File: src/rtl/i2cmem_pkg.sv
package i2cmem_pkg;

    typedef enum logic [1:0] {
        OP_START = 2'd0,
        OP_STOP  = 2'd1,
        OP_WRITE = 2'd2,
        OP_READ  = 2'd3
    } op_t;

    typedef enum logic [1:0] {
        XF_PROBE = 2'd0,
        XF_WRITE = 2'd1,
        XF_READ  = 2'd2
    } xfer_t;

    localparam logic [1:0] ERR_NONE  = 2'd0;
    localparam logic [1:0] ERR_NODEV = 2'd1;
    localparam logic [1:0] ERR_ADDR  = 2'd2;

endpackage

File: src/rtl/i2cmem_dev_fold.sv
module i2cmem_dev_fold #(
    parameter int ADDR_BYTES = 4,
    parameter int DEV_W      = 7
) (
    input  logic [DEV_W-1:0]                 dev_in,
    input  logic [ADDR_BYTES*8-1:0]          addr_in,
    input  logic [$clog2(ADDR_BYTES+1)-1:0]  alen,
    input  logic                             en,
    input  logic [DEV_W-1:0]                 mask,
    output logic [DEV_W-1:0]                 dev_out
);
    localparam int AW    = ADDR_BYTES * 8;
    localparam int IDX_W = $clog2(ADDR_BYTES + 1);

    logic [DEV_W-1:0] cand [ADDR_BYTES+1];
    logic [DEV_W-1:0] sel;

    // bits of the address that lie above each possible address length
    for (genvar k = 0; k <= ADDR_BYTES; k++) begin : g_cand
        if (k == ADDR_BYTES) begin : g_none
            assign cand[k] = '0;
        end else begin : g_part
            localparam int HI = (k * 8 + DEV_W - 1 < AW - 1) ? k * 8 + DEV_W - 1 : AW - 1;
            assign cand[k] = DEV_W'(addr_in[HI:k*8]);
        end
    end

    always_comb begin
        sel = '0;
        for (int j = 0; j <= ADDR_BYTES; j++) begin
            if (alen == IDX_W'(j)) sel = cand[j];
        end
        dev_out = en ? (dev_in | (sel & mask)) : dev_in;
    end
endmodule

File: src/rtl/i2cmem_byte_pick.sv
module i2cmem_byte_pick #(
    parameter int ADDR_BYTES = 4
) (
    input  logic [ADDR_BYTES*8-1:0]          addr_in,
    input  logic [$clog2(ADDR_BYTES+1)-1:0]  idx,
    output logic [7:0]                       byte_out
);
    localparam int IDX_W = $clog2(ADDR_BYTES + 1);

    logic [7:0] lane [ADDR_BYTES];

    for (genvar k = 0; k < ADDR_BYTES; k++) begin : g_lane
        assign lane[k] = addr_in[k*8 +: 8];
    end

    always_comb begin
        byte_out = '0;
        for (int j = 0; j < ADDR_BYTES; j++) begin
            if (idx == IDX_W'(j)) byte_out = lane[j];
        end
    end
endmodule

File: src/rtl/i2cmem_seq.sv
module i2cmem_seq
    import i2cmem_pkg::*;
#(
    parameter int ADDR_BYTES = 4,
    parameter int LEN_W      = 8
) (
    input  logic                                clk,
    input  logic                                rst_n,
    input  logic                                go,
    input  logic [1:0]                          xfer_mode,
    input  logic [6:0]                          dev_addr,
    input  logic [ADDR_BYTES*8-1:0]             mem_addr,
    input  logic [$clog2(ADDR_BYTES+1)-1:0]     addr_len,
    input  logic [LEN_W-1:0]                    len_m1,
    input  logic                                rep_start,
    input  logic                                fold_en,
    input  logic [6:0]                          fold_mask,
    input  logic                                wr_valid,
    input  logic [7:0]                          wr_data,
    output logic                                wr_ready,
    output logic                                rd_valid,
    output logic [7:0]                          rd_data,
    output logic                                busy,
    output logic                                done,
    output logic [1:0]                          err_code,
    output logic [LEN_W:0]                      fail_cnt,
    output logic                                cmd_valid,
    output logic [1:0]                          cmd_op,
    output logic [7:0]                          cmd_wdata,
    output logic                                cmd_nack_out,
    input  logic                                eng_done,
    input  logic                                eng_nack,
    input  logic [7:0]                          eng_rdata
);
    localparam int DEV_W = 7;
    localparam int AW    = ADDR_BYTES * 8;
    localparam int IDX_W = $clog2(ADDR_BYTES + 1);
    localparam int CNT_W = LEN_W + 1;

    typedef enum logic [3:0] {
        S_IDLE, S_START, S_DEV_WR, S_ADDR, S_FETCH, S_DATA,
        S_MID_STOP, S_RESTART, S_DEV_RD, S_RD_BYTE, S_STOP
    } state_t;

    state_t            state_q, state_d;
    xfer_t             mode_q;
    logic [DEV_W-1:0]  dev_q, dev_eff;
    logic [AW-1:0]     addr_q;
    logic [IDX_W-1:0]  alen_q, idx_q, alen_c;
    logic [LEN_W-1:0]  cnt_q;
    logic              rs_q;
    logic [7:0]        wbuf_q, addr_byte;
    logic [1:0]        err_q;
    logic [CNT_W-1:0]  fail_q;
    logic              done_q, rdv_q;
    logic [7:0]        rdd_q;

    assign alen_c = (addr_len > IDX_W'(ADDR_BYTES)) ? IDX_W'(ADDR_BYTES) : addr_len;

    i2cmem_dev_fold #(.ADDR_BYTES(ADDR_BYTES), .DEV_W(DEV_W)) u_fold (
        .dev_in (dev_addr),
        .addr_in(mem_addr),
        .alen   (alen_c),
        .en     (fold_en),
        .mask   (fold_mask),
        .dev_out(dev_eff)
    );

    i2cmem_byte_pick #(.ADDR_BYTES(ADDR_BYTES)) u_pick (
        .addr_in (addr_q),
        .idx     (idx_q),
        .byte_out(addr_byte)
    );

    // state register
    always_ff @(posedge clk or negedge rst_n) begin
        if (!rst_n) state_q <= S_IDLE;
        else        state_q <= state_d;
    end

    // transitions
    always_comb begin
        state_d = state_q;
        unique case (state_q)
            S_IDLE:     if (go) state_d = S_START;
            S_START:    if (eng_done)
                            state_d = (mode_q == XF_READ && alen_q == '0) ? S_DEV_RD : S_DEV_WR;
            S_DEV_WR:   if (eng_done) begin
                            if (eng_nack || mode_q == XF_PROBE) state_d = S_STOP;
                            else if (alen_q != '0)              state_d = S_ADDR;
                            else                                state_d = S_FETCH;
                        end
            S_ADDR:     if (eng_done) begin
                            if (eng_nack)                 state_d = S_STOP;
                            else if (idx_q == '0) begin
                                if (mode_q == XF_WRITE)   state_d = S_FETCH;
                                else if (rs_q)            state_d = S_RESTART;
                                else                      state_d = S_MID_STOP;
                            end
                        end
            S_FETCH:    if (wr_valid) state_d = S_DATA;
            S_DATA:     if (eng_done) state_d = (cnt_q == '0) ? S_STOP : S_FETCH;
            S_MID_STOP: if (eng_done) state_d = S_RESTART;
            S_RESTART:  if (eng_done) state_d = S_DEV_RD;
            S_DEV_RD:   if (eng_done) state_d = S_RD_BYTE;
            S_RD_BYTE:  if (eng_done && cnt_q == '0) state_d = S_STOP;
            S_STOP:     if (eng_done) state_d = S_IDLE;
            default:    state_d = S_IDLE;
        endcase
    end

    // command and handshake outputs
    always_comb begin
        cmd_valid    = 1'b0;
        cmd_op       = OP_START;
        cmd_wdata    = '0;
        cmd_nack_out = 1'b0;
        wr_ready     = 1'b0;
        unique case (state_q)
            S_IDLE:     ;
            S_START,
            S_RESTART:  cmd_valid = 1'b1;
            S_STOP,
            S_MID_STOP: begin cmd_valid = 1'b1; cmd_op = OP_STOP; end
            S_DEV_WR:   begin cmd_valid = 1'b1; cmd_op = OP_WRITE; cmd_wdata = {dev_q, 1'b0}; end
            S_DEV_RD:   begin cmd_valid = 1'b1; cmd_op = OP_WRITE; cmd_wdata = {dev_q, 1'b1}; end
            S_ADDR:     begin cmd_valid = 1'b1; cmd_op = OP_WRITE; cmd_wdata = addr_byte; end
            S_DATA:     begin cmd_valid = 1'b1; cmd_op = OP_WRITE; cmd_wdata = wbuf_q; end
            S_FETCH:    wr_ready = 1'b1;
            S_RD_BYTE:  begin cmd_valid = 1'b1; cmd_op = OP_READ; cmd_nack_out = (cnt_q == '0); end
            default:    ;
        endcase
    end

    // transaction registers and results
    always_ff @(posedge clk or negedge rst_n) begin
        if (!rst_n) begin
            mode_q <= XF_PROBE;
            dev_q  <= '0;
            addr_q <= '0;
            alen_q <= '0;
            idx_q  <= '0;
            cnt_q  <= '0;
            rs_q   <= 1'b0;
            wbuf_q <= '0;
            err_q  <= ERR_NONE;
            fail_q <= '0;
            done_q <= 1'b0;
            rdv_q  <= 1'b0;
            rdd_q  <= '0;
        end else begin
            rdv_q <= 1'b0;
            unique case (state_q)
                S_IDLE: if (go) begin
                    mode_q <= (xfer_mode == 2'd1) ? XF_WRITE :
                              (xfer_mode == 2'd2) ? XF_READ  : XF_PROBE;
                    dev_q  <= dev_eff;
                    addr_q <= mem_addr;
                    alen_q <= alen_c;
                    idx_q  <= alen_c - 1'b1;
                    cnt_q  <= len_m1;
                    rs_q   <= rep_start;
                    err_q  <= ERR_NONE;
                    fail_q <= '0;
                    done_q <= 1'b0;
                end
                S_DEV_WR: if (eng_done && eng_nack) err_q <= ERR_NODEV;
                S_ADDR: if (eng_done) begin
                    if (eng_nack)           err_q <= ERR_ADDR;
                    else if (idx_q != '0)   idx_q <= idx_q - 1'b1;
                end
                S_FETCH: if (wr_valid) wbuf_q <= wr_data;
                S_DATA: if (eng_done) begin
                    if (eng_nack)      fail_q <= fail_q + 1'b1;
                    if (cnt_q != '0)   cnt_q  <= cnt_q - 1'b1;
                end
                S_RD_BYTE: if (eng_done) begin
                    rdv_q <= 1'b1;
                    rdd_q <= eng_rdata;
                    if (cnt_q != '0) cnt_q <= cnt_q - 1'b1;
                end
                S_STOP: if (eng_done) done_q <= 1'b1;
                default: ;
            endcase
        end
    end

    assign busy     = (state_q != S_IDLE);
    assign done     = done_q;
    assign err_code = err_q;
    assign fail_cnt = fail_q;
    assign rd_valid = rdv_q;
    assign rd_data  = rdd_q;

    // a pending command does not move until the engine completes it
    a_r12_cmd_hold: assert property (@(posedge clk) disable iff (!rst_n)
        cmd_valid && !eng_done |=> cmd_valid && $stable(cmd_op) && $stable(cmd_wdata) && $stable(cmd_nack_out));

    // a NACKed device or address byte is followed straight by STOP
    a_r3_abort_stop: assert property (@(posedge clk) disable iff (!rst_n)
        (state_q == S_DEV_WR || state_q == S_ADDR) && eng_done && eng_nack && mode_q != XF_PROBE
        |=> cmd_valid && cmd_op == OP_STOP);

    // the NACKed final read is followed by STOP
    a_r7_last_then_stop: assert property (@(posedge clk) disable iff (!rst_n)
        cmd_valid && cmd_op == OP_READ && cmd_nack_out && eng_done |=> cmd_valid && cmd_op == OP_STOP);

    // go during a run does not disturb it
    a_r10_go_ignored: assert property (@(posedge clk) disable iff (!rst_n)
        busy && go && !(state_q == S_STOP && eng_done) |=> busy && !done);

    // results hold while idle and no go arrives
    a_r11_hold: assert property (@(posedge clk) disable iff (!rst_n)
        !busy && !go |=> $stable(done) && $stable(err_code) && $stable(fail_cnt));

endmodule

File: config.mk
export PLATFORM = sky130hd
export DESIGN_NAME = i2cmem_seq
export DESIGN_NICKNAME = d
export VERILOG_FILES = /design/src/rtl/i2cmem_pkg.sv /design/src/rtl/i2cmem_dev_fold.sv /design/src/rtl/i2cmem_byte_pick.sv /design/src/rtl/i2cmem_seq.sv
export SDC_FILE = /design/constraint.sdc
export NUM_CORES = 1
export LEC_CHECK = 0
export BUFFER_PORTS_ARGS = -buffer_cell sky130_fd_sc_hd__buf_2
export CAP_MARGIN = 20
export CORE_ASPECT_RATIO = 0.7
export CORE_MARGIN = 1.5
export CORE_UTILIZATION = 35
export DETAILED_ROUTE_END_ITERATION = 16
export PLACE_DENSITY = 0.58
export SETUP_SLACK_MARGIN = 0.2
export SLEW_MARGIN = 40
export SYNTH_ARGS = -nofsm -noshare
export SYNTH_HDL_FRONTEND = slang
export SYNTH_SLANG_ARGS = --single-unit
export TNS_END_PERCENT = 100
File: constraint.sdc
create_clock -name clk -period 4.9 [get_ports clk]
set_clock_uncertainty 0.05 [all_clocks]
set_input_delay 0 -clock clk [delete_from_list [all_inputs] [get_ports clk]]
set_output_delay 0 -clock clk [all_outputs]
set_load 0.01 [all_outputs]
==> implementation parameters, run 1 <==
Parameter                              Value

Status
  Result of the run ... complete, no violations

Placed design
  Buffers added on ports ... approximately 120
  Sum of net half-perimeters after detailed placement ... 10.19 mm
  Placed cell count ... approximately 860
  Placer's final routability congestion estimate ... about 0.8

Logic synthesis
  Number of storage elements in the synthesis netlist ... a little under 90
  Post-Synthesis Cell Area ... about 0.005 mm2
  Portion of the post-synthesis area used by sequential elements ... 44.37%
  Largest area contributor in the netlist ... sky130_fd_sc_hd__dfrtp_1
  Yosys warnings ... 0
  Unique cell type count in the Yosys netlist ... 57
  Number of flops mapped to enable cells by yosys ... 0
  Proportion of register bits with asynchronous set or reset after synthesis ... 100.0%
  Leading post-synthesis cells by cell area ... sky130_fd_sc_hd__dfrtp_1, sky130_fd_sc_hd__nand2_1, sky130_fd_sc_hd__nor2_1
  Post-Synthesis Mean Instance Area ... ~8.6 um2
  Synthesized Nets ... between 600 and 700
  Synth top area share ... about 44%
  Cell count after synthesis ... about 580
  Primary FF master, synth ... sky130_fd_sc_hd__dfrtp_1

Routing
  DRT Pass-1 Iters ... 4
  Total detailed-routing wirelength ... roughly 15 mm
  Post-route DRC ... 0
  Mean routed wirelength per cell ... 15.50 um
  Vias after detailed routing ... 4881
  Initial detailed-routing violation count ... ~320
  Number of vias per cell ... 5.132
  Number of nets with antenna violations after routing ... 0

Worst setup path
  Count of cells along the worst register-to-register path ... 7
  Worst Setup End Kind ... register
  Slowest cell on the critical path ... sky130_fd_sc_hd__dfrtp_1
  Data arrival at the endpoint of the critical path ... just over 3 ns
  Cell with the most instances on the worst path ... sky130_fd_sc_hd__nor2_1
  R2R setup slack ... between 2 and 2.5 ns
  Kind of cell adding the most delay to the critical path ... simple AND/OR/NAND/NOR gates
  Worst setup startpoint ... state_q[2]$_DFFE_PN0P_
  Critical R2R Capture ... dev_q[5]$_DFFE_PN0P_
  CP Class ... register to register
  Critical path buffer and inverter count ... 2
  Startpoint of the most critical register-to-register path ... state_q[2]$_DFFE_PN0P_
  Cells along the critical path ... nor2_1 > nand3_2 > buf_4 > nor2_1 > nor2_1 > a31o_2 > dlygate4sd3_1
  Maximum cell stage delay along the critical path ... between 0.6 and 0.7 ns
  Crit Path Max Fanout ... between 50 and 60
  Required arrival time at the worst endpoint ... just over 5 ns
  Critical path startpoint category ... register

Clock tree
  Buffers inserted by post-CTS timing repair ... 0
  Library cell used as clock root buffer ... sky130_fd_sc_hd__clkbuf_16
  Clock tree from TritonCTS ... yes
  Clock network latency to the later pin of the worst-skew pair ... 0.34 ns
  Number of buffers between clock root and the deepest sink ... 2
  Clk slew on worst S/H paths ... about 0.07 ns
  CTS sink cnt ... 89
  Clock H-tree levels ... 3
  Number of CTS-inserted buffers ... 9

Global route
  Via count of the first global-routing pass ... between 4000 and 5000
  Pin count of the biggest net entering global routing ... 70
  Initial antenna violation count ... 0
  First-pass GRT wire length ... approximately 24 mm
  Global route overflow ... 0
  GRT Total Usage ... 20.12%

Die
  Total Die Area ... approximately 0.015 mm2
  Vertical die dimension ... ~100 um
  Number of primary I/O pins ... about 120
  Site Rows ... 36
  Core Box Area ... around 0.014 mm2
  Die W ... ~150 um
  Starting density of the core ... a little over a third

Cells and area
  Final standard cell utilization of the core ... about half
  Share of final-layout standard cells stronger than drive strength 1 ... between 20% and 30%
  Number of antenna repair diodes ... 0
  Number of nets in the finished design ... 852
  Count of non-filler cells in the finished layout ... between 900 and 1000
  Area growth from synthesis to layout ... 35.79%

STA
  Max transition margin ... between 40% and 50%
  Slew at the pin closest to its max-slew limit ... 0.8104 ns
  Share of the clock period used by the worst path ... between 50 and 60%
  Final slew viol count ... 0
  Final sum of negative setup slack ... 0 ns
  Hold Vio Cnt, Final ... 0
  Max Clk Rate ... between 0.3 and 0.4 GHz
  Unrepaired setup endpoints after global routing ... false
  Setup violators final ... 0
  Tmin final ... about 2.9 ns

Worst hold path
  Worst min-delay path startpoint ... addr_len[1]
  Kind of path behind the tightest hold check ... primary input to register
  Hold path depth ... 3
  Terminating pin of the worst hold path ... alen_q[1]$_DFFE_PN0P_

Run
  Number of maximum-capacitance violations ... 0

Power and ir drop
  Largest voltage drop on the vdd net ... 0.2156 mV
  Power density of the placed cells ... 521.0 mW/mm2
  Total power consumption of the routed design ... around 3.6 mW
  Cell leakage power ... between 3 and 4 nW
==> placed cells by master, fill, tap and decap left out, types with 5 or more instances in the layout <==
cell type	netlist	layout
sky130_fd_sc_hd__nand2_1	141	141
sky130_fd_sc_hd__buf_2	13	116
sky130_fd_sc_hd__dfrtp_1	89	87
sky130_fd_sc_hd__dlygate4sd3_1	0	76
sky130_fd_sc_hd__nor2_1	49	48
sky130_fd_sc_hd__a21oi_1	34	34
sky130_fd_sc_hd__o21ai_0	28	28
sky130_fd_sc_hd__nor3_1	19	18
sky130_fd_sc_hd__mux2_2	16	16
sky130_fd_sc_hd__nor2b_1	15	15
sky130_fd_sc_hd__ha_1	13	13
sky130_fd_sc_hd__inv_1	12	12
sky130_fd_sc_hd__nand3b_1	10	10
sky130_fd_sc_hd__nand2b_1	9	9
sky130_fd_sc_hd__a221oi_1	9	9
sky130_fd_sc_hd__clkbuf_16	0	9
sky130_fd_sc_hd__nand3_1	9	8
sky130_fd_sc_hd__a22oi_1	7	7
sky130_fd_sc_hd__a31o_2	7	7
sky130_fd_sc_hd__xor2_1	6	6
sky130_fd_sc_hd__nand4_1	5	5
sky130_fd_sc_hd__and3_1	6	5
==> layer usage <==
metal	vias up	global-route usage, %	part of all wire [%]
met1	2334	26.98	47
met2	164	33.14	46
met5	-	0	0
met3	15	4.518	6.4
li1	2368	-	-
met4	0	5.750	1.1
==> worst max-delay path by stage <==
| stage | slack [ns] | endpoint | cells after the start |
|---|---|---|---|
| floorplan | 2.81 | state_q[0]$_DFFE_PN0P_ | 7 |
| global placement | 2.30 | fail_cnt[8]$_DFFE_PN0P_ | 5 |
| detailed placement | 2.19 | fail_cnt[8]$_DFFE_PN0P_ | 5 |
| CTS | 2.04 | cmd_wdata[1] | 5 |
| global route | 1.83 | dev_q[5]$_DFFE_PN0P_ | 7 |
| finish | 2.00 | dev_q[5]$_DFFE_PN0P_ | 7 |
==> final cells by class <==
class | count | area (um2)
clock buffers | 9 | 225.2
repair buffers | 196 | 1375
clock inverters | 7 | 85.08
flip-flops and latches | 89 | 2230
well taps | 190 | 237.7
inverters | 12 | 45.04
fillers | 1340 | 7147
multi-input cells | 448 | 2619
==> worst min-delay path, stage by stage <==
cell and delay [ns]:
sky130_fd_sc_hd__buf_2 0.07, sky130_fd_sc_hd__nand2b_1 0.13, sky130_fd_sc_hd__o21ai_0 0.18
==> cell usage after synthesis (5+ instances only) <==
cell                         n
sky130_fd_sc_hd__and3_1      6
sky130_fd_sc_hd__o21ai_0    28
sky130_fd_sc_hd__ha_1       13
sky130_fd_sc_hd__nand2b_1    9
sky130_fd_sc_hd__nand3b_1   10
sky130_fd_sc_hd__nor2_1     49
sky130_fd_sc_hd__xor2_1      6
sky130_fd_sc_hd__nor2b_1    15
sky130_fd_sc_hd__a21oi_1    34
sky130_fd_sc_hd__nor3_1     19
sky130_fd_sc_hd__clkbuf_1   19
sky130_fd_sc_hd__nand3_1     9
sky130_fd_sc_hd__mux2_2     16
sky130_fd_sc_hd__a22oi_1     7
sky130_fd_sc_hd__nand2_1   141
sky130_fd_sc_hd__dfrtp_1    89
sky130_fd_sc_hd__a221oi_1    9
sky130_fd_sc_hd__inv_1      12
sky130_fd_sc_hd__a31o_2      7
sky130_fd_sc_hd__buf_2      13
sky130_fd_sc_hd__nand4_1     5
==> power by group <==
part | internal, mW | leakage [nW] | switching (mW) | total [mW]
clock | 0.406 | 0.146 | 0.317 | 0.724
combinational | 0.676 | 1.97 | 0.830 | 1.51
sequential | 1.04 | 1.11 | 0.282 | 1.32
==> state kept, by name, summed over array words and instances, names as in the netlist <==
signal	flops
fail_cnt	9
wbuf_q	8
rd_valid	1
done	1
alen_q	3
dev_q	7
err_code	2
idx_q	3
addr_q	32
mode_q	2
state_q	4
rs_q	1
rd_data	8
cnt_q	8
==> logic make-up (layout without fill, tap and decap cells) <==
logic type	after synthesis	in the layout	share of synthesized area (%)
adder cells (fa/ha/maj)	13	13	3.240
XOR/XNOR	8	8	1.396
multiplexers	24	24	5.284
AO/OA/AOI/OAI	117	117	15.43
AND/OR/NAND/NOR	286	286	26.45
flip-flops	89	89	44.37
buffers and inverters	47	224	3.838
==> repair_timing <==
item                                    in CTS  in global routing
hold buffers                                76                  0
gates resized for setup                      0                  0
endpoints found under the hold margin       87                  0
endpoints found under the setup margin       0                  0
==> through the flow <==
step,worst slack [ns],hold slack [ns],area (um2)
global route,1.827,0.05853,6817
detailed placement,2.190,-0.1352,5741
floorplan,2.805,-0.3456,5020
finish,2.004,0.03131,6817
CTS,2.042,0.02968,6812
global placement,2.300,-0.1446,5727
(Power assumes the default switching activity.)
==> run 2: changes to the inputs <==
- clock period: 4.9 -> 2.89 ns (I/O delays scaled with it)
==> run 2 against run 1 <==
Net effect: register-to-register slack lost 1.6 ns; via count up 1.0%; sequential share of layout area is 0.50 points lower; wire length increased by 3.1%; design area up 1.4%; non-clock buffer count increased by 12; utilization is 0.70 points higher; setup slack got worse by 1.6 ns; critical endpoint is now dev_q[0]$_DFFE_PN0P_.
==> implementation parameters, run 2 (same netlist as run 1, synthesis figures left out) <==
Parameter                              Value

Status
  Result of the run ... complete, no violations (unchanged)

Global route
  GRT Total Usage ... 20.61% (was 20.12%)
  First-pass GRT wire length ... 24.32 mm (was 23.97 mm)
  Initial antenna violation count ... 0 (unchanged)
  Pin count of the biggest net entering global routing ... 46 (was 70)
  Via count of the first global-routing pass ... 4875 (was 4837)
  Global route overflow ... 0 (unchanged)

Power and ir drop
  Cell leakage power ... 3.303 nW (was 3.229 nW)
  Switching Power ... 2.456 mW (was 1.429 mW)
  Power density of the placed cells ... 888.5 mW/mm2 (was 521.0 mW/mm2)
  Relative contribution of sequential cells to total power ... 35.2% (was 37.2%)
  Gate power share ... 44.7% (was 42.4%)
  Cell internal pwr ... 3.687 mW (was 2.123 mW)
  Total power consumption of the routed design ... 6.143 mW (was 3.552 mW)
  Largest voltage drop on the vdd net ... 0.3179 mV (was 0.2156 mV)
  Part of the total power dissipated in the clock network ... 20.0% (was 20.4%)
  Switching share of total power ... 39.98% (was 40.23%)

Routing
  DRT Pass-1 Iters ... 5 (was 4)
  Vias after detailed routing ... 4931 (was 4881)
  Number of vias per cell ... 5.120 (was 5.132)
  Mean routed wirelength per cell ... 15.79 um (was 15.50 um)
  Number of nets with antenna violations after routing ... 0 (unchanged)
  Post-route DRC ... 0 (unchanged)
  Total detailed-routing wirelength ... 15.21 mm (was 14.74 mm)
  Initial detailed-routing violation count ... 399 (was 317)

Clock tree
  Clock H-tree levels ... 3 (unchanged)
  CTS sink cnt ... 89 (unchanged)
  Clk slew on worst S/H paths ... 0.07 ns (about the same)
  Library cell used as clock root buffer ... sky130_fd_sc_hd__clkbuf_16 (unchanged)
  Number of buffers between clock root and the deepest sink ... 2 (unchanged)
  Clock network latency to the later pin of the worst-skew pair ... 0.35 ns (was 0.34 ns)
  Clock tree from TritonCTS ... yes (unchanged)
  Number of CTS-inserted buffers ... 9 (unchanged)

Worst setup path
  Critical R2R Capture ... dev_q[0]$_DFFE_PN0P_ (was dev_q[5]$_DFFE_PN0P_)
  Crit Path Max Fanout ... 18 (was 56)
  Startpoint of the most critical register-to-register path ... state_q[0]$_DFFE_PN0P_ (was state_q[2]$_DFFE_PN0P_)
  Critical path startpoint category ... register (unchanged)
  Worst Setup End Kind ... register (unchanged)
  Data arrival at the endpoint of the critical path ... 2.67 ns (was 3.08 ns)
  Count of cells along the worst register-to-register path ... 7 (unchanged)
  CP Class ... register to register (unchanged)
  R2R setup slack ... 0.40 ns (was 2.00 ns)
  Required arrival time at the worst endpoint ... 3.07 ns (was 5.08 ns)

STA
  Least setup slack across all paths after layout ... 0.3977 ns (was 2.004 ns)
  Setup violators final ... 0 (unchanged)
  Tmin final ... 2.492 ns (was 2.896 ns)
  Slew at the pin closest to its max-slew limit ... 0.6192 ns (was 0.8104 ns)
  Hold Vio Cnt, Final ... 0 (unchanged)
  Share of the clock period used by the worst path ... 86.24% (was 59.10%)
  Unrepaired setup endpoints after global routing ... false (unchanged)
  Final slew viol count ... 0 (unchanged)
  Max transition margin ... 58.72% (was 45.97%)
  Final sum of negative setup slack ... 0 ns (unchanged)
  Max Clk Rate ... 0.4012 GHz (was 0.3453 GHz)

Die
  Starting density of the core ... 35.95% (unchanged)
  Core Box Area ... 0.01396 mm2 (unchanged)
  Vertical die dimension ... 103.2 um (unchanged)
  Site Rows ... 36 (unchanged)
  Die W ... 146.1 um (unchanged)
  Number of primary I/O pins ... 118 (unchanged)
  Total Die Area ... 0.01508 mm2 (unchanged)

Cells and area
  Area growth from synthesis to layout ... 37.74% (was 35.79%)
  Number of flip-flops in the largest register ... 32 (unchanged)
  Number of nets in the finished design ... 864 (was 852)
  Top register by number of flip-flops ... addr_q (unchanged)
  Number of antenna repair diodes ... 0 (unchanged)
  Share of final-layout standard cells stronger than drive strength 1 ... 23.42% (was 22.60%)
  Leading cell type in the layout, fill and taps excluded ... sky130_fd_sc_hd__nand2_1 (unchanged)
  Most used cells in the layout excluding fill and tap cells ... sky130_fd_sc_hd__nand2_1, sky130_fd_sc_hd__buf_2, sky130_fd_sc_hd__dfrtp_1, sky130_fd_sc_hd__dlygate4sd3_1, sky130_fd_sc_hd__nor2_1 (unchanged)

Placed design
  Setup slack at placement ... 0.6145 ns (was 2.190 ns)
  Placer's final routability congestion estimate ... 0.8409 (was 0.8153)
  Sum of net half-perimeters after detailed placement ... 10.75 mm (was 10.19 mm)
  Buffers added on ports ... 117 (unchanged)

Worst hold path
  Hold path depth ... 3 (unchanged)
  Kind of path behind the tightest hold check ... primary input to register (unchanged)
  Terminating pin of the worst hold path ... alen_q[1]$_DFFE_PN0P_ (unchanged)
  Worst min-delay path startpoint ... addr_len[1] (unchanged)

Run
  Number of maximum-capacitance violations ... 0 (unchanged)
-- run 2: changes by cell type in the layout (fill, tap and decap cells not counted), sizes merged --
cell      previous run  this run
clkinvlp             2         0
clkbuf               9        10
inv                 16        15
clkinv               0         2
buf                120       132
-- run 2: area by class of cell --
type                       count  area, um2
sequential                    89       2227
clock buffer                  10      239.0
clock inverter                 6      72.57
inverter                      12      45.04
timing repair buffer         208       1474
multi-input combinational    448       2619
tap                          190      237.7
fill                        1359       7049
-- run 2: how the worst max path moves through the flow --
stage | startpoint | endpoint | slack (ns) | cells past startpoint
after floorplan | cnt_q[0]$_DFFE_PN0P_ | state_q[0]$_DFFE_PN0P_ | 0.80 | 7
after global placement | state_q[0]$_DFFE_PN0P_ | state_q[3]$_DFFE_PN0P_ | 0.65 | 4
after detailed placement | state_q[2]$_DFFE_PN0P_ | idx_q[2]$_DFFE_PN0P_ | 0.61 | 5
after CTS | state_q[2]$_DFFE_PN0P_ | dev_q[0]$_DFFE_PN0P_ | 0.22 | 7
after global routing | idx_q[1]$_DFFE_PN0P_ | cmd_wdata[6] | 0.24 | 8
final | state_q[0]$_DFFE_PN0P_ | dev_q[0]$_DFFE_PN0P_ | 0.40 | 7
-- run 2: per-stage QoR --
| stage | hold WS (ns) | cells | util, % | instance area (um2) |
|---|---|---|---|---|
| 3_3_place_gp | -0.007860 | 871 | 41.75 | 5829 |
| 3_5_place_dp | 0.001400 | 871 | 41.75 | 5829 |
| 5_1_grt | 0.09188 | 963 | 49.52 | 6914 |
| 4_1_cts | 0.01396 | 963 | 49.43 | 6902 |
| 2_1_floorplan | -0.3456 | 584 | - | 5020 |
| 6_report | 0.04533 | 963 | 49.52 | 6914 |
-- run 2: what timing repair did --
| item | 4_1_cts | 5_1_grt |
|---|---|---|
| gates resized for setup | 0 | 3 |
| endpoints found under the setup margin | 0 | 12 |
| hold endpoints to repair | 110 | 0 |
| hold buffers | 76 | 0 |
| setup buffers | 0 | 0 |
-- run 2: layer usage --
metal | vias up | global-route usage [%] | wire, um | part of all wire [%]
met2 | 156 | 34.01 | 7004 | 46
met1 | 2365 | 27.98 | 7180 | 47
met4 | 0 | 4.662 | 182 | 1.2
met5 | - | 0 | 0 | 0
met3 | 17 | 4.693 | 837 | 5.5
li1 | 2393 | - | - | -
-- run 2: worst max-delay path, cell delays in order (launching register included) --
cell and delay (ns):
sky130_fd_sc_hd__dfrtp_1 0.58, sky130_fd_sc_hd__nor2_1 0.33, sky130_fd_sc_hd__nand3_4 0.25, sky130_fd_sc_hd__buf_12 0.23
sky130_fd_sc_hd__nor2_1 0.11, sky130_fd_sc_hd__nor2_1 0.07, sky130_fd_sc_hd__a31o_2 0.20, sky130_fd_sc_hd__dlygate4sd3_1 0.54
-- run 2: power groups by stage --
| stage | registers [mW] | logic (mW) | clock network, mW |
|---|---|---|---|
| CTS | 2.16 | 2.73 | 1.26 |
| floorplan | 2.06 | 1.81 | 0 |
| finish | 2.16 | 2.75 | 1.23 |
| global placement | 2.16 | 2.52 | 0 |
| global route | 2.24 | 3.08 | 1.31 |
| detailed placement | 2.17 | 2.57 | 0 |
